--- src/rtl/wdt_pkg.sv ---
package wdt_pkg;
  // register bit positions (field placement decoded by software)
  localparam int B_FLAG = 7;
  localparam int B_IE   = 6;
  localparam int B_P3   = 5;
  localparam int B_CE   = 4;
  localparam int B_RE   = 3;

  typedef enum logic [1:0] {
    MODE_OFF  = 2'd0,
    MODE_RST  = 2'd1,
    MODE_IRQ  = 2'd2,
    MODE_BOTH = 2'd3
  } wdt_mode_e;

  function automatic logic [3:0] clamp_sel(input logic [3:0] p, input int unsigned max_sel);
    if (int'(p) > int'(max_sel)) return 4'(max_sel);
    return p;
  endfunction
endpackage

--- src/rtl/wdt_ctrl_reg.sv ---
module wdt_ctrl_reg
  import wdt_pkg::*;
#(
  parameter int CE_HOLD = 4
) (
  input  logic       clk,
  input  logic       rst,
  input  logic       we,
  input  logic [7:0] wdata,
  input  logic       ack,
  input  logic       set_flag,
  input  logic       clr_ie,
  output logic       flag,
  output logic       ie,
  output logic       re,
  output logic       ce_active,
  output logic [3:0] psel
);
  localparam int CEW = $clog2(CE_HOLD + 1);

  logic [CEW-1:0] ce_cnt;

  assign ce_active = (ce_cnt != '0);

  always_ff @(posedge clk) begin
    if (rst) begin
      ce_cnt <= '0;
      re     <= 1'b0;
      ie     <= 1'b0;
      flag   <= 1'b0;
      psel   <= '0;
    end else begin
      // change-enable window
      if (we) ce_cnt <= wdata[B_CE] ? CEW'(CE_HOLD) : '0;
      else if (ce_active) ce_cnt <= ce_cnt - 1'b1;

      // reset enable: set freely, clear only inside the window
      if (we) begin
        if (wdata[B_RE]) re <= 1'b1;
        else if (ce_active) re <= 1'b0;
      end

      if (we && ce_active) psel <= {wdata[B_P3], wdata[2:0]};

      if (clr_ie) ie <= 1'b0;
      else if (we) ie <= wdata[B_IE];

      if (set_flag) flag <= 1'b1;
      else if ((ack && flag) || (we && wdata[B_FLAG])) flag <= 1'b0;
    end
  end

  p_ce_count_r9: assert property (@(posedge clk) disable iff (rst)
    (ce_active && !we) |=> (ce_cnt == CEW'($past(ce_cnt) - 1'b1)));
  p_ce_bound_r9: assert property (@(posedge clk) disable iff (rst)
    int'(ce_cnt) <= CE_HOLD);
  p_psel_locked_r8: assert property (@(posedge clk) disable iff (rst)
    !ce_active |=> $stable(psel));
  p_re_locked_r8: assert property (@(posedge clk) disable iff (rst)
    (!ce_active && re) |=> re);
endmodule

--- src/rtl/wdt_tick_counter.sv ---
module wdt_tick_counter
  import wdt_pkg::*;
#(
  parameter int BASE_LOG2 = 11,
  parameter int MAX_SEL   = 9
) (
  input  logic       clk,
  input  logic       rst,
  input  logic       run,
  input  logic       tick,
  input  logic       kick,
  input  logic [3:0] psel,
  output logic       timeout
);
  localparam int CW = BASE_LOG2 + MAX_SEL;

  logic [CW-1:0] cnt;
  logic [CW-1:0] term;
  logic [3:0]    sel;

  always_comb begin
    sel  = clamp_sel(psel, MAX_SEL);
    term = {CW{1'b1}} >> (CW - BASE_LOG2 - int'(sel));
  end

  assign timeout = run && tick && !kick && (cnt >= term);

  always_ff @(posedge clk) begin
    if (rst || !run || kick || timeout) cnt <= '0;
    else if (tick) cnt <= cnt + 1'b1;
  end

  p_restart_r3: assert property (@(posedge clk) disable iff (rst)
    timeout |=> (cnt == '0));
  p_stopped_r3: assert property (@(posedge clk) disable iff (rst)
    !run |=> (cnt == '0));
endmodule

--- src/rtl/wdt_guard.sv ---
module wdt_guard
  import wdt_pkg::*;
#(
  parameter int BASE_LOG2 = 11,
  parameter int MAX_SEL   = 9,
  parameter int CE_HOLD   = 4
) (
  input  logic       clk,
  input  logic       rst,
  input  logic       reg_we,
  input  logic [7:0] reg_wdata,
  output logic [7:0] reg_rdata,
  input  logic       kick,
  input  logic       tick,
  input  logic       irq_ack,
  input  logic       gie,
  input  logic       force_rst,
  input  logic       clkmon_on,
  output logic       irq,
  output logic       sys_rst
);
  logic       flag, ie, re, ce_active, timeout;
  logic [3:0] psel;
  wdt_mode_e  mode;
  logic       int_ok, rst_ok, run, set_flag, clr_ie, do_rst;

  always_comb begin
    if (force_rst || clkmon_on) mode = MODE_RST;
    else mode = wdt_mode_e'({ie, re});
  end

  assign int_ok   = (mode == MODE_IRQ) || (mode == MODE_BOTH);
  assign rst_ok   = (mode == MODE_RST) || (mode == MODE_BOTH);
  assign run      = (mode != MODE_OFF);
  assign set_flag = timeout && int_ok;
  assign clr_ie   = irq_ack && flag && (mode == MODE_BOTH);
  assign do_rst   = timeout && rst_ok && !(int_ok && !flag);

  wdt_ctrl_reg #(.CE_HOLD(CE_HOLD)) u_reg (
    .clk(clk), .rst(rst), .we(reg_we), .wdata(reg_wdata), .ack(irq_ack),
    .set_flag(set_flag), .clr_ie(clr_ie), .flag(flag), .ie(ie), .re(re),
    .ce_active(ce_active), .psel(psel)
  );

  wdt_tick_counter #(.BASE_LOG2(BASE_LOG2), .MAX_SEL(MAX_SEL)) u_cnt (
    .clk(clk), .rst(rst), .run(run), .tick(tick), .kick(kick),
    .psel(psel), .timeout(timeout)
  );

  always_ff @(posedge clk) begin
    if (rst) begin
      sys_rst <= 1'b0;
      irq     <= 1'b0;
    end else begin
      sys_rst <= do_rst;
      irq     <= flag && ie && gie && !force_rst && !clkmon_on;
    end
  end

  assign reg_rdata = {flag, ie, psel[3], ce_active, re | force_rst, psel[2:0]};

  p_pulse_r6: assert property (@(posedge clk) disable iff (rst)
    sys_rst |=> !sys_rst);
  p_irq_flag_r5: assert property (@(posedge clk) disable iff (rst)
    irq |-> $past(flag));
  p_force_quiet_r10: assert property (@(posedge clk) disable iff (rst)
    force_rst |=> !irq);
  p_flag_set_r4: assert property (@(posedge clk) disable iff (rst)
    (timeout && int_ok) |=> flag);
  p_first_no_rst_r7: assert property (@(posedge clk) disable iff (rst)
    (timeout && int_ok && !flag) |=> !sys_rst);
endmodule

--- config.mk ---
export PLATFORM = sky130hd
export DESIGN_NAME = wdt_guard
export DESIGN_NICKNAME = d
export VERILOG_FILES = /design/src/rtl/wdt_pkg.sv /design/src/rtl/wdt_ctrl_reg.sv /design/src/rtl/wdt_tick_counter.sv /design/src/rtl/wdt_guard.sv
export SDC_FILE = /design/constraint.sdc
export NUM_CORES = 1
export LEC_CHECK = 0
export BUFFER_PORTS_ARGS = -buffer_cell sky130_fd_sc_hd__buf_4
export CORE_MARGIN = 5
export CORE_UTILIZATION = 62
export CTS_CLUSTER_DIAMETER = 60
export CTS_CLUSTER_SIZE = 8
export DETAILED_ROUTE_END_ITERATION = 16
export PLACE_DENSITY = 0.85
export SETUP_SLACK_MARGIN = 0.3
export SLEW_MARGIN = 20
export SYNTH_ARGS = -nofsm -noshare
export SYNTH_HDL_FRONTEND = slang
export SYNTH_SLANG_ARGS = --single-unit
--- constraint.sdc ---
create_clock -name clk -period 5.52 [get_ports clk]
set_clock_uncertainty 0.05 [all_clocks]
set_input_delay 0.276 -clock clk [delete_from_list [all_inputs] [get_ports clk]]
set_output_delay 0.276 -clock clk [all_outputs]
set_load 0.05 [all_outputs]
==> impl_metrics.env <==
export IMPL_status="complete, no violations"
export IMPL_numCtsBuffers=5
export IMPL_fillerInstances=283
export IMPL_grt_pass1_wl_um=7760
export IMPL_die_w_um=68.6
export IMPL_cp_data_arrival_time_ns=3.64
export IMPL_critical_path_startpoint="u_reg.psel[3]$_SDFFE_PP0P_"
export IMPL_worstPathRequired_ns=5.66
export IMPL_dieArea_um2=4700
export IMPL_first_pass_iters=4
export IMPL_synth_edff_count=0
export IMPL_ys_ff_latch=32
export IMPL_clock_sinks=32
export IMPL_slew_viol_final=0
export IMPL_core_area_um2=3340
export IMPL_htree_levels=2
export IMPL_gp_congestion=0.855
export IMPL_period_share_pct=63.3
export IMPL_wl_um=4420
export IMPL_synthArstFlopShare_pct=0
export IMPL_viasPerCell=5.65
export IMPL_setup_viol=0
export IMPL_cts_root_buf="clkbuf_4"
export IMPL_holdCritPathClass="input port to flop"
export IMPL_grt_pass1_vias=1789
export IMPL_endpoint_kind="flop"
export IMPL_rsz0062_at_grt="no"
export IMPL_cp_max_fo=20
export IMPL_port_buffers=26
export IMPL_grt_overflow_total=0
export IMPL_synth_area_per_cell_um2=8.40
export IMPL_drt_iter0_drc=62
export IMPL_tightest_slew_ns=0.659
export IMPL_cts_hold_buffers=0
export IMPL_antenna_found_initial=0
export IMPL_syn_area_um2=2130
export IMPL_clkTransAtPathRegs_ns=0.10
export IMPL_yosysUniqueCellTypes=45
export IMPL_ys_flop_type="dfxtp_1"
export IMPL_synth_seq_area_share_pct=30.1
export IMPL_cts_setup_buffers=0
export IMPL_cts_repair_resized=0
export IMPL_clkLatencyLatePin_ns=0.34
export IMPL_cts_max_path_buffers=2
export IMPL_grt_total_usage_pct=22.2
export IMPL_grt_max_degree=21
export IMPL_start_kind="flop"
export IMPL_fmaxAchievable_mhz=286
export IMPL_hold_ws_ns=0.0589
export IMPL_antenna_cells=0
export IMPL_fp_row_count=21
export IMPL_drv_cap=0
export IMPL_hpwlAfterDp_um=3440
export IMPL_reg2reg_slack_ns=2.03
export IMPL_rr_startpoint="u_reg.psel[3]$_SDFFE_PP0P_"
export IMPL_max_slew_margin_rel_pct=56.1
export IMPL_ys_warn_count=0
export IMPL_period_minus_slack_ns=3.49
export IMPL_ant_nets=0
export IMPL_start_util_pct=63.7
export IMPL_synthToLayoutAreaGrowth_pct=11.9
export IMPL_setup_tns_ns=0
export IMPL_avgRoutedWirePerCell_um=13.7
export IMPL_cts_tree="built"
export IMPL_dp_cells=315
export IMPL_p_leak_uw=0.000984
export IMPL_p_per_area_nw_per_um2=202
export IMPL_io_pins=27
export IMPL_finalHoldViolCount=0
export IMPL_die_y_um=68.6
export IMPL_hp_start="irq_ack"
export IMPL_vias=1819
export IMPL_layout_nets=317
export IMPL_ir_drop_v=0.000161
export IMPL_drc=0
export IMPL_critPathKind="flop to flop"
export IMPL_instances_no_fill=322
export IMPL_drive_above_1_share_pct=14.9
export IMPL_synthCells=253
==> sequential cells by signal, indices dropped and copies added (netlist names) <==
| name | count |
|---|---|
| irq | 1 |
| sys_rst | 1 |
| u_cnt.cnt | 20 |
| u_reg.ce_cnt | 3 |
| u_reg.flag | 1 |
| u_reg.ie | 1 |
| u_reg.psel | 4 |
| u_reg.re | 1 |
==> cell families after synthesis <==
kind of cell	after synthesis	synth area share [%]
buffers and inverters	24	5.00
other	2	0.353
muxes	3	1.41
adders and majority gates	24	14.1
and+or+nand+nor	93	23.3
AOI/OAI and AO/OA	54	17.1
xor gates and xnor gates	21	8.65
DFF	32	30.1
==> through the flow <==
step,util [%],area [µm²],setup slack [ns],total power (µW)
5_1_grt,71.3,2380,1.67,515
2_1_floorplan,-,2140,2.17,331
4_1_cts,71.3,2380,2.05,486
6_report,71.3,2380,2.03,481
3_3_place_gp,69.9,2330,2.25,357
3_5_place_dp,69.9,2330,2.07,361
==> cell usage in the layout (no fill, tap or decap), drive strengths merged, types with 2 or more instances in the layout <==
cell / count
xor2: 9
inv: 10
nand4: 7
nor4: 4
mux2i: 3
and4: 2
a211oi: 21
buf: 27
o21ai: 7
a21oi: 14
clkbuf: 6
dfxtp: 32
nor2: 19
nand2b: 5
xnor2: 12
nand2: 32
ha: 24
nor2b: 2
and3: 3
nor3: 5
o22ai: 2
nand3: 8
conb: 5
==> area by class of cell <==
| type | count | area (µm²) | area share, % |
|---|---|---|---|
| Inverter | 10 | 37.5 | 1.58 |
| Sequential cell | 32 | 641 | 26.9 |
| Clock inverter | 1 | 5.00 | 0.210 |
| Multi-Input combinational cell | 200 | 1400 | 58.6 |
| Tap cell | 46 | 57.6 | 2.42 |
| Clock buffer | 6 | 41.3 | 1.74 |
| Timing Repair Buffer | 27 | 203 | 8.52 |
==> worst max-delay path, cell delays in order (launching register included) <==
cell	delay, ns
dfxtp_1	0.47
nand2b_1	0.23
ha_1	0.28
xnor2_1	0.20
inv_1	0.12
nor2_1	0.20
o21ai_0	0.18
ha_1	0.33
nand4_1	0.14
nor4_1	0.37
a21o_1	0.59
a211oi_1	0.18
==> synthesized netlist by cell type (2+ instances only) <==
cell	count	share of area [%]
dfxtp_1	32	30
mux2i_1	3	1.4
nand4_1	5	1.5
nand2b_1	5	1.5
conb_1	2	0.35
nand3_1	8	1.9
nor2_1	19	3.4
and4_1	2	0.82
and3_1	3	0.88
nor2b_1	2	0.59
o22ai_1	2	0.59
clkbuf_1	9	1.6
ha_1	24	14
buf_4	4	1.4
xor2_1	9	3.7
nor4_1	3	0.88
a21oi_1	14	3.3
a211oi_1	20	7.1
o21ai_0	7	1.6
nor3_1	4	0.94
inv_1	10	1.8
xnor2_1	12	4.9
nand2_1	32	5.7
==> power by group <==
group	switching [µW]	total, µW	leakage (µW)	internal (µW)
Clock	79.1	126	0.0000281	46.8
Combinational	71.0	114	0.000697	42.7
Sequential	5.91	242	0.000259	236
==> metal layers <==
layer | global-route usage [%] | part of all wire, % | vias to the layer above
li1 | - | - | 946
met1 | 25.4 | 45 | 829
met2 | 37.2 | 48 | 30
met3 | 5.67 | 3.3 | 14
met4 | 12.4 | 3.3 | 0
met5 | 0 | 0 | -
==> final timing paths <==
check,end,cells past startpoint
min reg2reg,u_reg.ce_cnt[1]$_SDFFE_PP0P_,2
max,u_cnt.cnt[16]$_SDFFE_PP0P_,11
max reg2reg,u_cnt.cnt[16]$_SDFFE_PP0P_,11
min,u_reg.flag$_SDFFE_PP0P_,2
(Power assumes the default switching activity.)
